File: src/rtl/fifo_evt_pkg.sv
package fifo_evt_pkg;

  localparam int STAT_W = 32;

  // flag positions inside the status word
  localparam int B_RX_FULL = 2;
  localparam int B_TX_RDY  = 4;
  localparam int B_TX_EMP  = 5;
  localparam int B_TX_FULL = 6;
  localparam int B_RX_OVF  = 8;
  localparam int B_RX_UDF  = 9;
  localparam int B_TX_OVF  = 10;
  localparam int B_TX_UDF  = 11;
  localparam int B_DONE    = 12;

  function automatic logic [STAT_W-1:0] bit_at(input int pos);
    logic [STAT_W-1:0] v;
    v      = '0;
    v[pos] = 1'b1;
    return v;
  endfunction

  localparam logic [STAT_W-1:0] FLAG_MASK =
      bit_at(B_RX_FULL) | bit_at(B_TX_RDY) | bit_at(B_TX_EMP) |
      bit_at(B_TX_FULL) | bit_at(B_RX_OVF) | bit_at(B_RX_UDF) |
      bit_at(B_TX_OVF)  | bit_at(B_TX_UDF) | bit_at(B_DONE);

  localparam logic [STAT_W-1:0] RESET_VAL = bit_at(B_TX_EMP);

endpackage

File: src/rtl/evt_rst_sync.sv
module evt_rst_sync #(
  parameter int STAGES = 2
) (
  input  logic clk,
  input  logic rst_n,
  output logic rst_sync_n
);
  logic [STAGES-1:0] sr_q;
  logic [STAGES-1:0] sr_d;

  always_comb begin
    sr_d = {sr_q[STAGES-2:0], 1'b1};
  end

  always_ff @(posedge clk or negedge rst_n) begin
    if (!rst_n) sr_q <= '0;
    else        sr_q <= sr_d;
  end

  assign rst_sync_n = sr_q[STAGES-1];
endmodule

File: src/rtl/evt_detect.sv
module evt_detect
  import fifo_evt_pkg::*;
#(
  parameter int LVL_W = 7
) (
  input  logic [LVL_W-1:0]  tx_level,
  input  logic [LVL_W-1:0]  tx_trig,
  input  logic              tx_push,
  input  logic              tx_pop,
  input  logic              tx_full,
  input  logic              tx_empty,
  input  logic              rx_push,
  input  logic              rx_pop,
  input  logic              rx_full,
  input  logic              rx_empty,
  input  logic              xfer_done,
  output logic [STAT_W-1:0] set_vec
);
  always_comb begin
    set_vec            = '0;
    set_vec[B_TX_OVF]  = tx_push & tx_full;
    set_vec[B_TX_UDF]  = tx_pop  & tx_empty;
    set_vec[B_RX_OVF]  = rx_push & rx_full;
    set_vec[B_RX_UDF]  = rx_pop  & rx_empty;
    set_vec[B_TX_FULL] = tx_full;
    set_vec[B_RX_FULL] = rx_full;
    set_vec[B_TX_EMP]  = tx_empty;
    set_vec[B_TX_RDY]  = (tx_level <= tx_trig);
    set_vec[B_DONE]    = xfer_done;
  end
endmodule

File: src/rtl/evt_sticky_bit.sv
module evt_sticky_bit #(
  parameter logic RST_VAL = 1'b0
) (
  input  logic clk,
  input  logic rst_n,
  input  logic set_i,
  input  logic clr_i,
  output logic q_o
);
  logic q_q;
  logic q_d;
  logic en;

  always_comb begin
    en  = set_i | clr_i;
    q_d = set_i | (q_q & ~clr_i);
  end

  always_ff @(posedge clk or negedge rst_n) begin
    if (!rst_n)  q_q <= RST_VAL;
    else if (en) q_q <= q_d;
  end

  assign q_o = q_q;


  clear_only_chk: assert property (@(posedge clk) disable iff (!rst_n)
    (clr_i && !set_i) |=> !q_o);

  hold_chk: assert property (@(posedge clk) disable iff (!rst_n)
    (!clr_i && q_o) |=> q_o);

  set_wins_chk: assert property (@(posedge clk) disable iff (!rst_n)
    set_i |=> q_o);
endmodule

File: src/rtl/evt_irq_gate.sv
module evt_irq_gate
  import fifo_evt_pkg::*;
(
  input  logic              clk,
  input  logic              rst_n,
  input  logic [STAT_W-1:0] status,
  input  logic [STAT_W-1:0] int_en,
  output logic              irq
);
  logic [STAT_W-1:0] hit;

  always_comb begin
    hit = status & int_en;
    irq = |hit;
  end


  irq_masked_chk: assert property (@(posedge clk) disable iff (!rst_n)
    (int_en == '0) |-> !irq);

  irq_idle_chk: assert property (@(posedge clk) disable iff (!rst_n)
    (status == '0) |-> !irq);
endmodule

File: src/rtl/fifo_evt_status.sv
module fifo_evt_status
  import fifo_evt_pkg::*;
#(
  parameter int LVL_W = 7
) (
  input  logic             clk,
  input  logic             rst_n,
  input  logic [LVL_W-1:0] tx_level,
  input  logic [LVL_W-1:0] tx_trig,
  input  logic             tx_push,
  input  logic             tx_pop,
  input  logic             tx_full,
  input  logic             tx_empty,
  input  logic             rx_push,
  input  logic             rx_pop,
  input  logic             rx_full,
  input  logic             rx_empty,
  input  logic             xfer_done,
  input  logic             wr_en,
  input  logic [31:0]      wr_data,
  input  logic [31:0]      int_en,
  output logic [31:0]      status,
  output logic             irq
);
  logic              rst_int_n;
  logic [STAT_W-1:0] set_vec;
  logic [STAT_W-1:0] clr_vec;
  logic [STAT_W-1:0] status_q;
  logic              unused_bits;

  evt_rst_sync #(.STAGES(2)) u_rst_sync (
    .clk        (clk),
    .rst_n      (rst_n),
    .rst_sync_n (rst_int_n)
  );

  evt_detect #(.LVL_W(LVL_W)) u_detect (
    .tx_level  (tx_level),
    .tx_trig   (tx_trig),
    .tx_push   (tx_push),
    .tx_pop    (tx_pop),
    .tx_full   (tx_full),
    .tx_empty  (tx_empty),
    .rx_push   (rx_push),
    .rx_pop    (rx_pop),
    .rx_full   (rx_full),
    .rx_empty  (rx_empty),
    .xfer_done (xfer_done),
    .set_vec   (set_vec)
  );

  always_comb begin
    clr_vec = wr_en ? wr_data : '0;
  end

  for (genvar b = 0; b < STAT_W; b++) begin : g_bit
    if (FLAG_MASK[b]) begin : g_flag
      evt_sticky_bit #(.RST_VAL(RESET_VAL[b])) u_flag (
        .clk   (clk),
        .rst_n (rst_int_n),
        .set_i (set_vec[b]),
        .clr_i (clr_vec[b]),
        .q_o   (status_q[b])
      );
    end else begin : g_rsvd
      assign status_q[b] = 1'b0;
    end
  end

  assign unused_bits = ^((clr_vec | set_vec) & ~FLAG_MASK);
  assign status      = status_q;

  evt_irq_gate u_irq (
    .clk    (clk),
    .rst_n  (rst_int_n),
    .status (status_q),
    .int_en (int_en),
    .irq    (irq)
  );


  tx_ovf_set_chk: assert property (@(posedge clk) disable iff (!rst_int_n)
    (tx_push && tx_full) |=> status[B_TX_OVF]);

  rx_udf_set_chk: assert property (@(posedge clk) disable iff (!rst_int_n)
    (rx_pop && rx_empty) |=> status[B_RX_UDF]);

  tx_emp_set_chk: assert property (@(posedge clk) disable iff (!rst_int_n)
    tx_empty |=> status[B_TX_EMP]);

  tx_rdy_set_chk: assert property (@(posedge clk) disable iff (!rst_int_n)
    (tx_level <= tx_trig) |=> status[B_TX_RDY]);

  done_set_chk: assert property (@(posedge clk) disable iff (!rst_int_n)
    xfer_done |=> status[B_DONE]);

  quiet_stable_chk: assert property (@(posedge clk) disable iff (!rst_int_n)
    (!wr_en && !tx_full && !rx_full && !tx_empty && !xfer_done &&
     (tx_level > tx_trig) && !(rx_pop && rx_empty) && !(tx_pop && tx_empty))
    |=> $stable(status));
endmodule

File: config.mk
export PLATFORM = sky130hd
export DESIGN_NAME = fifo_evt_status
export DESIGN_NICKNAME = d
export VERILOG_FILES = /design/src/rtl/fifo_evt_pkg.sv /design/src/rtl/evt_rst_sync.sv /design/src/rtl/evt_detect.sv /design/src/rtl/evt_sticky_bit.sv /design/src/rtl/evt_irq_gate.sv /design/src/rtl/fifo_evt_status.sv
export SDC_FILE = /design/constraint.sdc
export NUM_CORES = 1
export LEC_CHECK = 0
export BUFFER_PORTS_ARGS = -buffer_cell sky130_fd_sc_hd__buf_2
export CAP_MARGIN = 20
export CELL_PAD_IN_SITES_DETAIL_PLACEMENT = 1
export CELL_PAD_IN_SITES_GLOBAL_PLACEMENT = 1
export CORE_ASPECT_RATIO = 0.5
export CORE_MARGIN = 2
export CORE_UTILIZATION = 19
export DETAILED_ROUTE_END_ITERATION = 6
export PLACE_DENSITY_LB_ADDON = 0.1
export SYNTH_ARGS = -nofsm -noshare
export SYNTH_HDL_FRONTEND = slang
export SYNTH_SLANG_ARGS = --single-unit
File: constraint.sdc
create_clock -name clk -period 1.52 [get_ports clk]
set_clock_uncertainty 0.15 [all_clocks]
set_input_delay 0 -clock clk [delete_from_list [all_inputs] [get_ports clk]]
set_output_delay 0 -clock clk [all_outputs]
set_load 0.005 [all_outputs]
==> reports/metrics.cfg <==
[status]
status = complete, no violations

[layout]
drive_gt1_share_pct = 37.3
design_area_mm2 = 0.00126
final_util_pct = 29.0
seq_area_um2 = 277
nets = 256
fill_cells = 539
area_growth_pct = 48.4
antenna_cells = 0
multi_input_area_um2 = 383

[setup_path]
cp-end-kind = flip-flop
worst_ep_required_time_ps = 1480
worst_ep_arrival_time_ps = 1410
r2r_start = g_bit[11].g_flag.u_flag.q_o
regToRegSetupSlack_ps = 120
endpoint = g_bit[8].g_flag.u_flag.q_o
cp-start-kind = input port
worst_path_max_delay_cell = dlygate4sd3_1
cp.depth = 4
cp_cell_sequence = dlygate4sd3_1 -> buf_2 -> a22o_1 -> dlygate4sd3_1
crit_start = rx_full
max_stage_delay_ps = 540
critical-path-top-delay-family = buffers and inverters
r2r_end = g_bit[11].g_flag.u_flag.q_o
critPathMostFrequentCell = dlygate4sd3_1
worst-path-buf-inv = 3
critPathKind = in2reg
reg2reg_depth = 2
worst-path-max-fanout = 2

[floorplanning]
die_x_um = 98.5
core_area_mm2 = 0.00434
start_util_pct = 19.6
fp.dieH_um = 51.3
ioPinCount = 123
rows = 17
die-area_mm2 = 0.00505

[global_routing]
grt.overflow.total = 0
antenna_found_initial = 0
grt_max_degree = 10
grt_pass1_wl_um = 3250
grt_usage_pct = 8.17
grt_pass1_vias = 751

[timing]
tns_ps = 0
min_period_over_period_pct = 95.4
setup_viol = 0
timing.final.crit_period_ps = 1450
max_freq_mhz = 689
rsz0062_at_grt = no
holdWs_ps = 0.711
hold_violations = 0
report.final.slew_viol_count = 0

[routing]
wl_um = 2000
viasPerCell = 3.62
dr.pass1.iters = 2
routedWlPerCell_um = 9.32
drt_iter0_drc = 12
num_vias = 778
drtAntennaViolNets = 0
post-route-drc-count = 0

[logic_synthesis]
yosysMostFrequentCell = buf_4
postSynthAreaPerCell_um2 = 9.12
yosys-top-cells-count = buf_4 (32), nand2_1 (11), dfrtp_1 (10)
synth_ff_type = dfrtp_1
yosys-top-cells-area = dfrtp_1 (29%), buf_4 (28%), ha_1 (10%)
synthArstFlopShare_pct = 100
syn-cell-area_um2 = 848
synth.top_cell.area_share_pct = 29.5
yosysSeqAreaShare_pct = 32.6
yosys_warnings = 0
ys_types = 19
yosysTopAreaCell = dfrtp_1
syn_inst = 93
ys_ff_latch = 11
synth_edf_count = 0

[power]
p_int_uw = 635
seq_power_share_pct = 40.4
p_clk_share_pct = 33.6
p_per_area_mw_per_mm2 = 677
p_switching_uw = 216
p_comb_share_pct = 26.1
ir_drop_v = 0.000267
p_leak_nw = 0.670
p_sw_share_pct = 25.4

[cts]
cts_buffers = 3
cts_tree = done
cts_max_level = 1
cts_setup_buffers = 0
cts_buffer_depth = 2
cts_num_sinks = 11
clock_latency_ps = 240
clk_pin_slew_ps = 50
cts_root_buf = clkbuf_8

[place]
place_area_mm2 = 0.00102
hpwlAfterDp_um = 1640
io_buffers = 53
place.gp.congestion = 0.650

[worst_hold_path]
hp-class = reg2async

[run]
cap_viol_max_count = 0

-- cell type report --
cell class | instances | share of cell area (%)
clock buffer | 3 | 3.28
inverter | 7 | 2.09
clock inverter | 1 | 0.398
tap | 57 | 5.67
sequential | 11 | 22.0
timing repair buffer | 72 | 36.2
multi-input combinational | 64 | 30.4
-- kinds of logic after synthesis --
family | share of synthesized area (%)
buffers and inverters | 32.0
AOI/OAI and AO/OA | 16.5
other | 0.885
and+or+nand+nor | 7.67
adders and majority gates | 10.3
DFF | 32.6
-- power groups by stage --
| stage | sequential, mW | combinational [mW] | clock (mW) |
|---|---|---|---|
| floorplan | 0.341 | 0.156 | 0 |
| global placement | 0.349 | 0.174 | 0 |
| detailed placement | 0.350 | 0.174 | 0 |
| CTS | 0.345 | 0.224 | 0.303 |
| global route | 0.349 | 0.252 | 0.314 |
| finish | 0.344 | 0.222 | 0.286 |
-- through the flow --
stage / setup WS [ps] / power [mW] / std cells
after floorplan: 539 / 0.498 / 115
after global placement: 343 / 0.524 / 192
after detailed placement: 334 / 0.524 / 192
after CTS: 67.5 / 0.872 / 215
after global routing: 10.7 / 0.914 / 215
final: 69.6 / 0.852 / 215
-- worst min path at each step --
stage | depth (start not counted) | to | slack [ps] | from
after CTS | 0 | g_bit[6].g_flag.u_flag.q_o | 20 | u_rst_sync.sr_q[1]
after global routing | 0 | g_bit[9].g_flag.u_flag.q_o | 40 | u_rst_sync.sr_q[1]
after global placement | 1 | u_rst_sync.sr_q[0] | -360 | rst_n
final | 0 | g_bit[6].g_flag.u_flag.q_o | 0.7 | u_rst_sync.sr_q[1]
after floorplan | 0 | u_rst_sync.sr_q[0] | -450 | rst_n
after detailed placement | 1 | u_rst_sync.sr_q[0] | -360 | rst_n
-- flip-flops by register name (all words and copies together) (netlist names) --
name / flops
g_bit.g_flag.u_flag.q_o: 9
u_rst_sync.sr_q: 2
-- repair_timing --
item / in CTS / in global routing
hold buffers: 19 / 0
hold endpoints to repair: 11 / 0
endpoints found under the setup margin: 0 / 1
gates resized for setup: 0 / 0
-- layout by cell type (no fill, tap or decap), drive strengths merged --
cell type | netlist | layout
a21o | 4 | 4
a21oi | 4 | 4
a221oi | 1 | 1
a222oi | 1 | 1
a22o | 5 | 5
a22oi | 1 | 1
buf | 33 | 53
clkbuf | 0 | 3
clkinv | 0 | 1
conb | 2 | 24
dfrtp | 10 | 10
dfstp | 1 | 1
dlygate4sd3 | 0 | 19
ha | 7 | 7
inv | 7 | 7
nand2 | 11 | 11
nand3 | 2 | 2
nand3b | 1 | 1
nand4 | 1 | 1
o21ai | 1 | 1
o221ai | 1 | 1
-- layer usage --
layer,up-vias,GRT usage (%),routed length [um]
met3,2,2.46,171
met1,352,8.92,747
met2,37,15.8,1060
li1,387,-,-
met4,0,2.05,25
met5,-,0,0
No activity file was read; power rests on OpenSTA's default activity.
